`config.mk`:
```
export PLATFORM = sky130hd
export DESIGN_NAME = txdesc_dma
export DESIGN_NICKNAME = d
export VERILOG_FILES = /design/src/rtl/txdma_pkg.sv /design/src/rtl/txdma_byte_fifo.sv /design/src/rtl/txdma_desc_engine.sv /design/src/rtl/txdesc_dma.sv
export SDC_FILE = /design/constraint.sdc
export NUM_CORES = 1
export LEC_CHECK = 0
export BUFFER_PORTS_ARGS = -buffer_cell sky130_fd_sc_hd__buf_2
export CORE_MARGIN = 2
export CORE_UTILIZATION = 60
export CTS_CLUSTER_DIAMETER = 80
export DETAILED_ROUTE_END_ITERATION = 16
export GPL_TIMING_DRIVEN = 0
export HOLD_SLACK_MARGIN = 0.15
export PLACE_DENSITY_LB_ADDON = 0.05
export SETUP_SLACK_MARGIN = 0.5
export SYNTH_ARGS = -nofsm -noshare
export SYNTH_HDL_FRONTEND = slang
export SYNTH_SLANG_ARGS = --single-unit
```
`constraint.sdc`:
```
create_clock -name clk -period 6.91 [get_ports clk]
set_input_delay 0 -clock clk [delete_from_list [all_inputs] [get_ports clk]]
set_output_delay 0 -clock clk [all_outputs]
set_load 0.05 [all_outputs]
```
`src/rtl/txdma_pkg.sv`:
```
package txdma_pkg;

  typedef enum logic [2:0] {
    ST_STOP  = 3'd0,
    ST_FETCH = 3'd1,
    ST_RDBUF = 3'd3,
    ST_PUSH  = 3'd4,
    ST_SUSP  = 3'd6,
    ST_CLOSE = 3'd7
  } dma_state_e;

  localparam int OWN_BIT   = 31;
  localparam int LAST_BIT  = 30;
  localparam int FIRST_BIT = 29;
  localparam int CHAIN_BIT = 24;
  localparam int SIZE_W    = 11;
  localparam int WORD_W    = 32;

  typedef struct packed {
    logic       first;
    logic       last;
    logic [7:0] data;
  } tx_byte_t;

endpackage

```
`src/rtl/txdma_byte_fifo.sv`:
```
module txdma_byte_fifo
  import txdma_pkg::*;
#(
  parameter int DEPTH = 8
) (
  input  logic     clk,
  input  logic     rst_n,
  input  logic     flush,
  input  logic     in_valid,
  input  tx_byte_t in_byte,
  output logic     in_room,
  output logic     out_valid,
  output tx_byte_t out_byte,
  input  logic     out_ready
);

  localparam int PW = (DEPTH > 1) ? $clog2(DEPTH) : 1;
  localparam int CW = $clog2(DEPTH + 1);

  tx_byte_t        slots [DEPTH];
  logic [PW-1:0]   wr_ptr, rd_ptr;
  logic [CW-1:0]   count;
  logic            do_push, do_pop;

  assign in_room   = (count != CW'(DEPTH));
  assign out_valid = (count != '0);
  assign out_byte  = slots[rd_ptr];
  assign do_push   = in_valid && in_room && !flush;
  assign do_pop    = out_valid && out_ready && !flush;

  function automatic logic [PW-1:0] step(input logic [PW-1:0] p);
    return (p == PW'(DEPTH - 1)) ? '0 : p + 1'b1;
  endfunction

  always_ff @(posedge clk) begin
    if (do_push) slots[wr_ptr] <= in_byte;
  end

  always_ff @(posedge clk or negedge rst_n) begin
    if (!rst_n) begin
      wr_ptr <= '0;
      rd_ptr <= '0;
      count  <= '0;
    end else if (flush) begin
      wr_ptr <= '0;
      rd_ptr <= '0;
      count  <= '0;
    end else begin
      if (do_push) wr_ptr <= step(wr_ptr);
      if (do_pop)  rd_ptr <= step(rd_ptr);
      case ({do_push, do_pop})
        2'b10:   count <= count + 1'b1;
        2'b01:   count <= count - 1'b1;
        default: count <= count;
      endcase
    end
  end

endmodule

```
`src/rtl/txdma_desc_engine.sv`:
```
module txdma_desc_engine
  import txdma_pkg::*;
#(
  parameter int ADDR_W      = 32,
  parameter int DESC_STRIDE = 16
) (
  input  logic              clk,
  input  logic              rst_n,
  input  logic              start_req,
  input  logic              poll_req,
  input  logic [ADDR_W-1:0] desc_base,
  output dma_state_e        state_o,
  output logic              mem_req,
  output logic              mem_we,
  output logic [ADDR_W-1:0] mem_addr,
  output logic [WORD_W-1:0] mem_wdata,
  input  logic              mem_ready,
  input  logic [WORD_W-1:0] mem_rdata,
  output logic              push_valid,
  output tx_byte_t          push_byte,
  input  logic              push_room
);

  localparam int PAD_W = WORD_W - 1 - SIZE_W;

  dma_state_e        state;
  logic [ADDR_W-1:0] cur_addr, buf_ptr, next_ptr;
  logic [1:0]        idx;
  logic [SIZE_W-1:0] size_q, byte_left;
  logic              chain_q, first_q, last_q, first_pend;
  logic [WORD_W-1:0] word_buf;
  logic [1:0]        byte_sel;

  assign state_o = state;

  always_comb begin
    mem_req    = 1'b0;
    mem_we     = 1'b0;
    mem_addr   = cur_addr;
    mem_wdata  = '0;
    push_valid = 1'b0;
    push_byte  = '{first: first_pend,
                   last:  last_q && (byte_left == SIZE_W'(1)),
                   data:  word_buf[{byte_sel, 3'b000} +: 8]};
    case (state)
      ST_FETCH: begin
        mem_req  = 1'b1;
        mem_addr = cur_addr + ADDR_W'({idx, 2'b00});
      end
      ST_RDBUF: begin
        mem_req  = 1'b1;
        mem_addr = buf_ptr;
      end
      ST_PUSH:  push_valid = 1'b1;
      ST_CLOSE: begin
        mem_req   = 1'b1;
        mem_we    = 1'b1;
        mem_wdata = {(idx == 2'd0), {PAD_W{1'b0}}, size_q};
      end
      default: ;
    endcase
  end

  always_ff @(posedge clk or negedge rst_n) begin
    if (!rst_n) begin
      state      <= ST_STOP;
      cur_addr   <= '0;
      buf_ptr    <= '0;
      next_ptr   <= '0;
      idx        <= '0;
      size_q     <= '0;
      byte_left  <= '0;
      chain_q    <= 1'b0;
      first_q    <= 1'b0;
      last_q     <= 1'b0;
      first_pend <= 1'b0;
      word_buf   <= '0;
      byte_sel   <= '0;
    end else begin
      case (state)
        ST_STOP: if (start_req) begin
          cur_addr <= desc_base;
          idx      <= '0;
          state    <= ST_FETCH;
        end
        ST_SUSP: if (poll_req) begin
          idx   <= '0;
          state <= ST_FETCH;
        end
        ST_FETCH: if (mem_ready) begin
          idx <= idx + 1'b1;
          case (idx)
            2'd0: if (!mem_rdata[OWN_BIT]) begin
              idx   <= '0;
              state <= ST_SUSP;
            end
            2'd1: begin
              size_q  <= mem_rdata[SIZE_W-1:0];
              chain_q <= mem_rdata[CHAIN_BIT];
              first_q <= mem_rdata[FIRST_BIT];
              last_q  <= mem_rdata[LAST_BIT];
            end
            2'd2: buf_ptr <= mem_rdata[ADDR_W-1:0];
            default: begin
              next_ptr   <= mem_rdata[ADDR_W-1:0];
              byte_left  <= size_q;
              first_pend <= first_q;
              state      <= (size_q == '0) ? ST_CLOSE : ST_RDBUF;
            end
          endcase
        end
        ST_RDBUF: if (mem_ready) begin
          word_buf <= mem_rdata;
          byte_sel <= '0;
          buf_ptr  <= buf_ptr + ADDR_W'(4);
          state    <= ST_PUSH;
        end
        ST_PUSH: if (push_room) begin
          byte_left  <= byte_left - 1'b1;
          first_pend <= 1'b0;
          byte_sel   <= byte_sel + 1'b1;
          if (byte_left == SIZE_W'(1)) begin
            idx   <= '0;
            state <= ST_CLOSE;
          end else if (byte_sel == 2'd3) begin
            state <= ST_RDBUF;
          end
        end
        ST_CLOSE: if (mem_ready) begin
          if (idx == 2'd0) begin
            idx <= 2'd1;
          end else begin
            idx      <= '0;
            cur_addr <= chain_q ? next_ptr : cur_addr + ADDR_W'(DESC_STRIDE);
            state    <= ST_FETCH;
          end
        end
        default: state <= ST_STOP;
      endcase
    end
  end

endmodule

```
`src/rtl/txdesc_dma.sv`:
```
module txdesc_dma
  import txdma_pkg::*;
#(
  parameter int ADDR_W      = 32,
  parameter int FIFO_DEPTH  = 8,
  parameter int DESC_STRIDE = 16
) (
  input  logic              clk,
  input  logic              rst_n,
  input  logic              start_req,
  input  logic              poll_req,
  input  logic              flush_req,
  input  logic [ADDR_W-1:0] desc_base,
  output logic [2:0]        dma_state,
  output logic              flush_busy,
  output logic              mem_req,
  output logic              mem_we,
  output logic [ADDR_W-1:0] mem_addr,
  output logic [31:0]       mem_wdata,
  input  logic              mem_ready,
  input  logic [31:0]       mem_rdata,
  output logic              tx_valid,
  input  logic              tx_ready,
  output logic [7:0]        tx_data,
  output logic              tx_first,
  output logic              tx_last
);

  dma_state_e eng_state;
  logic       push_valid, push_room;
  tx_byte_t   push_byte, pop_byte;

  txdma_desc_engine #(
    .ADDR_W      (ADDR_W),
    .DESC_STRIDE (DESC_STRIDE)
  ) u_engine (
    .clk        (clk),
    .rst_n      (rst_n),
    .start_req  (start_req),
    .poll_req   (poll_req),
    .desc_base  (desc_base),
    .state_o    (eng_state),
    .mem_req    (mem_req),
    .mem_we     (mem_we),
    .mem_addr   (mem_addr),
    .mem_wdata  (mem_wdata),
    .mem_ready  (mem_ready),
    .mem_rdata  (mem_rdata),
    .push_valid (push_valid),
    .push_byte  (push_byte),
    .push_room  (push_room)
  );

  txdma_byte_fifo #(
    .DEPTH (FIFO_DEPTH)
  ) u_fifo (
    .clk       (clk),
    .rst_n     (rst_n),
    .flush     (flush_req),
    .in_valid  (push_valid),
    .in_byte   (push_byte),
    .in_room   (push_room),
    .out_valid (tx_valid),
    .out_byte  (pop_byte),
    .out_ready (tx_ready)
  );

  always_ff @(posedge clk or negedge rst_n) begin
    if (!rst_n) flush_busy <= 1'b0;
    else        flush_busy <= flush_req;
  end

  assign dma_state = eng_state;
  assign tx_data   = pop_byte.data;
  assign tx_first  = pop_byte.first;
  assign tx_last   = pop_byte.last;

endmodule

```
==> impl_results.html <==
<table>
<tr><th>Metric</th><th>Value</th></tr>
<tr><th colspan="2">Placement</th></tr>
<tr><td>Dpl ws</td><td>between 3 and 4 ns</td></tr>
<tr><td>Count of buffers inserted at the top-level ports</td><td>130</td></tr>
<tr><td>Half-perimeter wire length after placement</td><td>about 33 mm</td></tr>
<tr><td>Routability-driven placement congestion ratio</td><td>just over 1</td></tr>
<tr><th colspan="2">Global route</th></tr>
<tr><td>Routing usage on met3</td><td>under 10%</td></tr>
<tr><td>Global-route wire length before repair</td><td>around 70 mm</td></tr>
<tr><td>GR Util All Layers</td><td>slightly below 40%</td></tr>
<tr><td>Number of antenna violations at the first check in global routing</td><td>0</td></tr>
<tr><td>Most Used Layer, Global Route</td><td>met2</td></tr>
<tr><td>Vias in the first global route</td><td>about 12000</td></tr>
<tr><td>Leftover overflow at the end of global routing</td><td>0</td></tr>
<tr><td>Maximum number of pins on one net before global-route repair</td><td>114</td></tr>
<tr><td>Global-route track usage on met2</td><td>62.2%</td></tr>
<tr><td>GR Layer Usage met1</td><td>between 50 and 60%</td></tr>
<tr><th colspan="2">Job</th></tr>
<tr><td>Max_cap viols</td><td>0</td></tr>
<tr><th colspan="2">Floorplanning</th></tr>
<tr><td>Standard cell core area</td><td>around 23000 sq um</td></tr>
<tr><td>Cell Rows</td><td>55</td></tr>
<tr><td>Horizontal die dimension</td><td>roughly 160 microns</td></tr>
<tr><td>Number of top-level pins</td><td>between 150 and 200</td></tr>
<tr><td>Vertical die dimension</td><td>between 150 and 200 microns</td></tr>
<tr><td>Starting utilization of the core area</td><td>approximately 61%</td></tr>
<tr><td>Die area</td><td>between 20000 and 25000 sq um</td></tr>
<tr><th colspan="2">Synthesis</th></tr>
<tr><td>Most used flip-flop cell after synthesis</td><td>sky130_fd_sc_hd__dfrtp_1</td></tr>
<tr><td>Total of warnings raised by yosys</td><td>0</td></tr>
<tr><td>Top area cells in the synthesized netlist</td><td>sky130_fd_sc_hd__dfrtp_1 (31%), sky130_fd_sc_hd__edfxtp_1 (18%), sky130_fd_sc_hd__nand2_1 (8.0%)</td></tr>
<tr><td>Most common cell in the synthesized netlist</td><td>sky130_fd_sc_hd__nand2_1</td></tr>
<tr><td>Commonest cells in the synthesized netlist</td><td>sky130_fd_sc_hd__nand2_1 (294), sky130_fd_sc_hd__dfrtp_1 (172), sky130_fd_sc_hd__a21oi_1 (94)</td></tr>
<tr><td>Mapped Cells</td><td>between 1000 and 1500</td></tr>
<tr><td>Number of distinct library cells after synthesis</td><td>80</td></tr>
<tr><td>Flip-flop and latch count after synthesis</td><td>between 200 and 300</td></tr>
<tr><td>Area of the mapped netlist</td><td>about 14000 sq um</td></tr>
<tr><td>Share of async-settable or async-resettable flops after synthesis</td><td>about two thirds</td></tr>
<tr><td>Cell type with the highest aggregate area in the netlist</td><td>sky130_fd_sc_hd__dfrtp_1</td></tr>
<tr><td>Post-synth top area share</td><td>between 30% and 40%</td></tr>
<tr><td>Avg Cell Area, Syn</td><td>about 10 sq um</td></tr>
<tr><td>Part of the Yosys area used for sequential elements</td><td>approximately half</td></tr>
<tr><td>EDFF count, synth</td><td>80</td></tr>
<tr><th colspan="2">Worst setup path</th></tr>
<tr><td>Setup slack of the worst register-to-register path</td><td>between 3 and 4 ns</td></tr>
<tr><td>Worst Setup End Kind</td><td>primary output</td></tr>
<tr><td>Highest cell delay on the worst timing path</td><td>approximately 0.55 ns</td></tr>
<tr><td>WP data required</td><td>roughly 6.9 ns</td></tr>
<tr><td>Critical path startpoint category</td><td>flop</td></tr>
<tr><td>Type of the worst setup path</td><td>flop to primary output</td></tr>
<tr><td>Worst path arrival time</td><td>~3.6 ns</td></tr>
<tr><td>Critical path's slowest cell</td><td>sky130_fd_sc_hd__buf_1</td></tr>
<tr><td>Crit-path max FO</td><td>10</td></tr>
<tr><td>Series of cell instances along the critical path</td><td>clkbuf_1 -&gt; and3b_1 -&gt; clkbuf_1 -&gt; buf_2 -&gt; buf_1 -&gt; a22oi_1 -&gt; o211ai_1 -&gt; buf_2</td></tr>
<tr><th colspan="2">Drt</th></tr>
<tr><td>Post-DR vias/cell</td><td>around 6.4</td></tr>
<tr><td>Wire length per cell after detailed routing</td><td>23.7 microns</td></tr>
<tr><td>Final ANT Viol Nets</td><td>0</td></tr>
<tr><td>DRC marker count from the first detailed-route iteration</td><td>1555</td></tr>
<tr><td>Pre-Repair DR Iteration Count</td><td>6</td></tr>
<tr><td>DR DRC count</td><td>0</td></tr>
<tr><td>Overall via count from detail_route</td><td>12700</td></tr>
<tr><td>DRT Wirelength</td><td>about 47 mm</td></tr>
<tr><th colspan="2">CTS</th></tr>
<tr><td>Clock sink count</td><td>252</td></tr>
<tr><td>CTS tree</td><td>built</td></tr>
<tr><td>Master cell of the clock root buffer</td><td>sky130_fd_sc_hd__clkbuf_16</td></tr>
<tr><td>Clock insertion delay at the later pin of the skew report</td><td>0.56 ns</td></tr>
<tr><td>Number of setup buffers added after CTS</td><td>0</td></tr>
<tr><td>Clock transition at the register clock pins on the worst setup and hold paths after CTS</td><td>approximately 0.060 ns</td></tr>
<tr><td>Number of buffers created by CTS</td><td>27</td></tr>
<tr><td>Maximum level of the CTS H-tree</td><td>1</td></tr>
<tr><td>Maximum buffer depth of the clock tree</td><td>3</td></tr>
<tr><th colspan="2">STA</th></tr>
<tr><td>Final-report setup violation count</td><td>0</td></tr>
<tr><td>Setup repair after global routing missed its margin</td><td>no</td></tr>
<tr><td>Slew Limit Headroom</td><td>29.6%</td></tr>
<tr><td>Final worst setup slack</td><td>3.30 ns</td></tr>
<tr><td>Minimum period implied by the final worst setup slack</td><td>3.61 ns</td></tr>
<tr><td>Final sum of negative setup slack</td><td>0 ns</td></tr>
<tr><td>Slew at the pin with the worst max-slew slack</td><td>between 1 and 1.5 ns</td></tr>
<tr><td>Number of pins exceeding their max-slew limit in the final report</td><td>0</td></tr>
<tr><td>Final worst path period share</td><td>between 50% and 60%</td></tr>
<tr><td>Setup clock skew after layout</td><td>roughly 0.021 ns</td></tr>
<tr><td>Final hold violations</td><td>0</td></tr>
<tr><td>Max Freq</td><td>between 200 and 300 MHz</td></tr>
<tr><th colspan="2">Layout</th></tr>
<tr><td>Number of fillers in the final layout</td><td>1660</td></tr>
<tr><td>Area growth from synthesis to final layout</td><td>20.9%</td></tr>
<tr><td>Share of post-route cells with drive strength above 1</td><td>a little under a fifth</td></tr>
<tr><td>Area occupied by registers</td><td>~6700 sq um</td></tr>
<tr><td>Multi-input gate area in the final layout</td><td>~6500 sq um</td></tr>
<tr><td>Net count reported at finish</td><td>approximately 1800</td></tr>
<tr><td>Number of antenna repair diodes</td><td>0</td></tr>
<tr><th colspan="2">Power and ir drop</th></tr>
<tr><td>Worst vdd ir</td><td>approximately 0.00030 V</td></tr>
<tr><td>Reported leakage power</td><td>7.13 nW</td></tr>
<tr><td>PD cells</td><td>around 420 nW/um^2</td></tr>
<tr><th colspan="2">Status</th></tr>
<tr><td>Status</td><td>complete, no violations</td></tr>
<tr><th colspan="2">Hold path</th></tr>
<tr><td>Kind of path behind the tightest hold check</td><td>input pin to flop</td></tr>
</table>
worst max-delay path, delay by kind of cell, from the launching register on:
kind / cells / cell delay, ns
DFF: 1 / 0.49
AOI/OAI and AO/OA: 2 / 0.33
and+or+nand+nor: 1 / 0.27
buffers and inverters: 5 / 1.95
worst paths after layout:
kind | start | to | depth (start not counted)
min reg2reg | u_engine.next_ptr[17]$_DFFE_PN0P_ | u_engine.next_ptr[17]$_DFFE_PN0P_ | 2
max reg2reg | u_engine.state_o[1]$_DFFE_PN0P_ | u_fifo.slots[1][9]$_DFFE_PP_ | 6
max | u_engine.state_o[1]$_DFFE_PN0P_ | mem_addr[27] | 8
max in group asynchronous | rst_n | u_engine.buf_ptr[14]$_DFFE_PN0P_ | 4
min in group asynchronous | rst_n | u_engine.byte_left[3]$_DFFE_PN0P_ | 4
min | mem_ready | u_engine.word_buf[31]$_DFFE_PN0P_ | 3
metal layers:
metal	wire [microns]	part of all wire (%)
met5	0	0
met3	3790	8.1
met1	18400	39
met4	2870	6.1
met2	21700	46
kinds of logic (layout without fill, tap and decap cells):
family / after synthesis / in the layout / share of synthesized area [%]
other cells: 1 / 20 / 0.0273
mux: 72 / 72 / 8.08
xor+xnor: 21 / 21 / 1.34
buf+inv: 143 / 401 / 4.90
fa+ha+maj: 19 / 19 / 1.84
flops: 252 / 252 / 48.9
compound gates: 306 / 306 / 14.1
simple gates: 597 / 597 / 20.9
cell usage in the layout (no fill, tap or decap), types with 23 or more instances in the layout:
cell type / n
sky130_fd_sc_hd__nand2_1: 294
sky130_fd_sc_hd__dfrtp_1: 172
sky130_fd_sc_hd__buf_2: 158
sky130_fd_sc_hd__a21oi_1: 94
sky130_fd_sc_hd__edfxtp_1: 80
sky130_fd_sc_hd__dlygate4sd3_1: 73
sky130_fd_sc_hd__o21ai_0: 69
sky130_fd_sc_hd__clkbuf_1: 68
sky130_fd_sc_hd__nor2_1: 67
sky130_fd_sc_hd__nand3_1: 53
sky130_fd_sc_hd__mux2_2: 30
sky130_fd_sc_hd__o22ai_1: 29
sky130_fd_sc_hd__mux4_2: 28
sky130_fd_sc_hd__clkbuf_16: 27
sky130_fd_sc_hd__buf_4: 25
sky130_fd_sc_hd__nor3_1: 25
sky130_fd_sc_hd__and3_1: 23
sky130_fd_sc_hd__nand4_1: 23
stage by stage:
| step | std cells | utilization [%] | instance area, sq um | hold WS (ns) | total power [mW] |
|---|---|---|---|---|---|
| 2_1_floorplan | 1430 | - | 13800 | -0.296 | 4.45 |
| 3_3_place_gp | 1845 | 65.6 | 14800 | 0.194 | 5.28 |
| 3_5_place_dp | 1851 | 66.2 | 14900 | -0.0244 | 5.36 |
| 4_1_cts | 1973 | 73.5 | 16600 | 0.166 | 6.90 |
| 5_1_grt | 1973 | 73.5 | 16600 | 0.221 | 7.28 |
| 6_report | 1973 | 73.5 | 16600 | 0.184 | 6.98 |
report_power, final:
| group | total [mW] | switching, mW | internal [mW] |
|---|---|---|---|
| Sequential | 2.35 | 0.421 | 1.93 |
| Combinational | 3.14 | 2.11 | 1.02 |
| Clock | 1.49 | 0.612 | 0.883 |
what timing repair did:
action,4_1_cts,5_1_grt
endpoints found under the hold margin,368,0
hold buffers,74,0
resized for setup,0,0
final cells by class:
type                    count  share of cell area, %
flip-flops and latches    252                   40.4
multi-input cells        1035                   38.9
repair buffers            210                   9.03
clock buffers              41                   4.64
plain buffers             127                   3.69
well taps                 285                   2.15
clock inverters             7                  0.792
inverters                  16                  0.362
sequential cells by signal, summed over array words and instances, names as in the netlist, 2 cells and up:
| signal | count |
|---|---|
| u_engine.buf_ptr | 32 |
| u_fifo.count | 4 |
| u_engine.idx | 2 |
| u_engine.next_ptr | 32 |
| u_engine.byte_left | 11 |
| u_fifo.slots | 80 |
| u_engine.byte_sel | 2 |
| u_engine.word_buf | 32 |
| u_engine.cur_addr | 32 |
| u_engine.size_q | 11 |
| u_fifo.wr_ptr | 3 |
| u_engine.state_o | 3 |
| u_fifo.rd_ptr | 3 |
No activity file was read; power rests on OpenSTA's default activity.
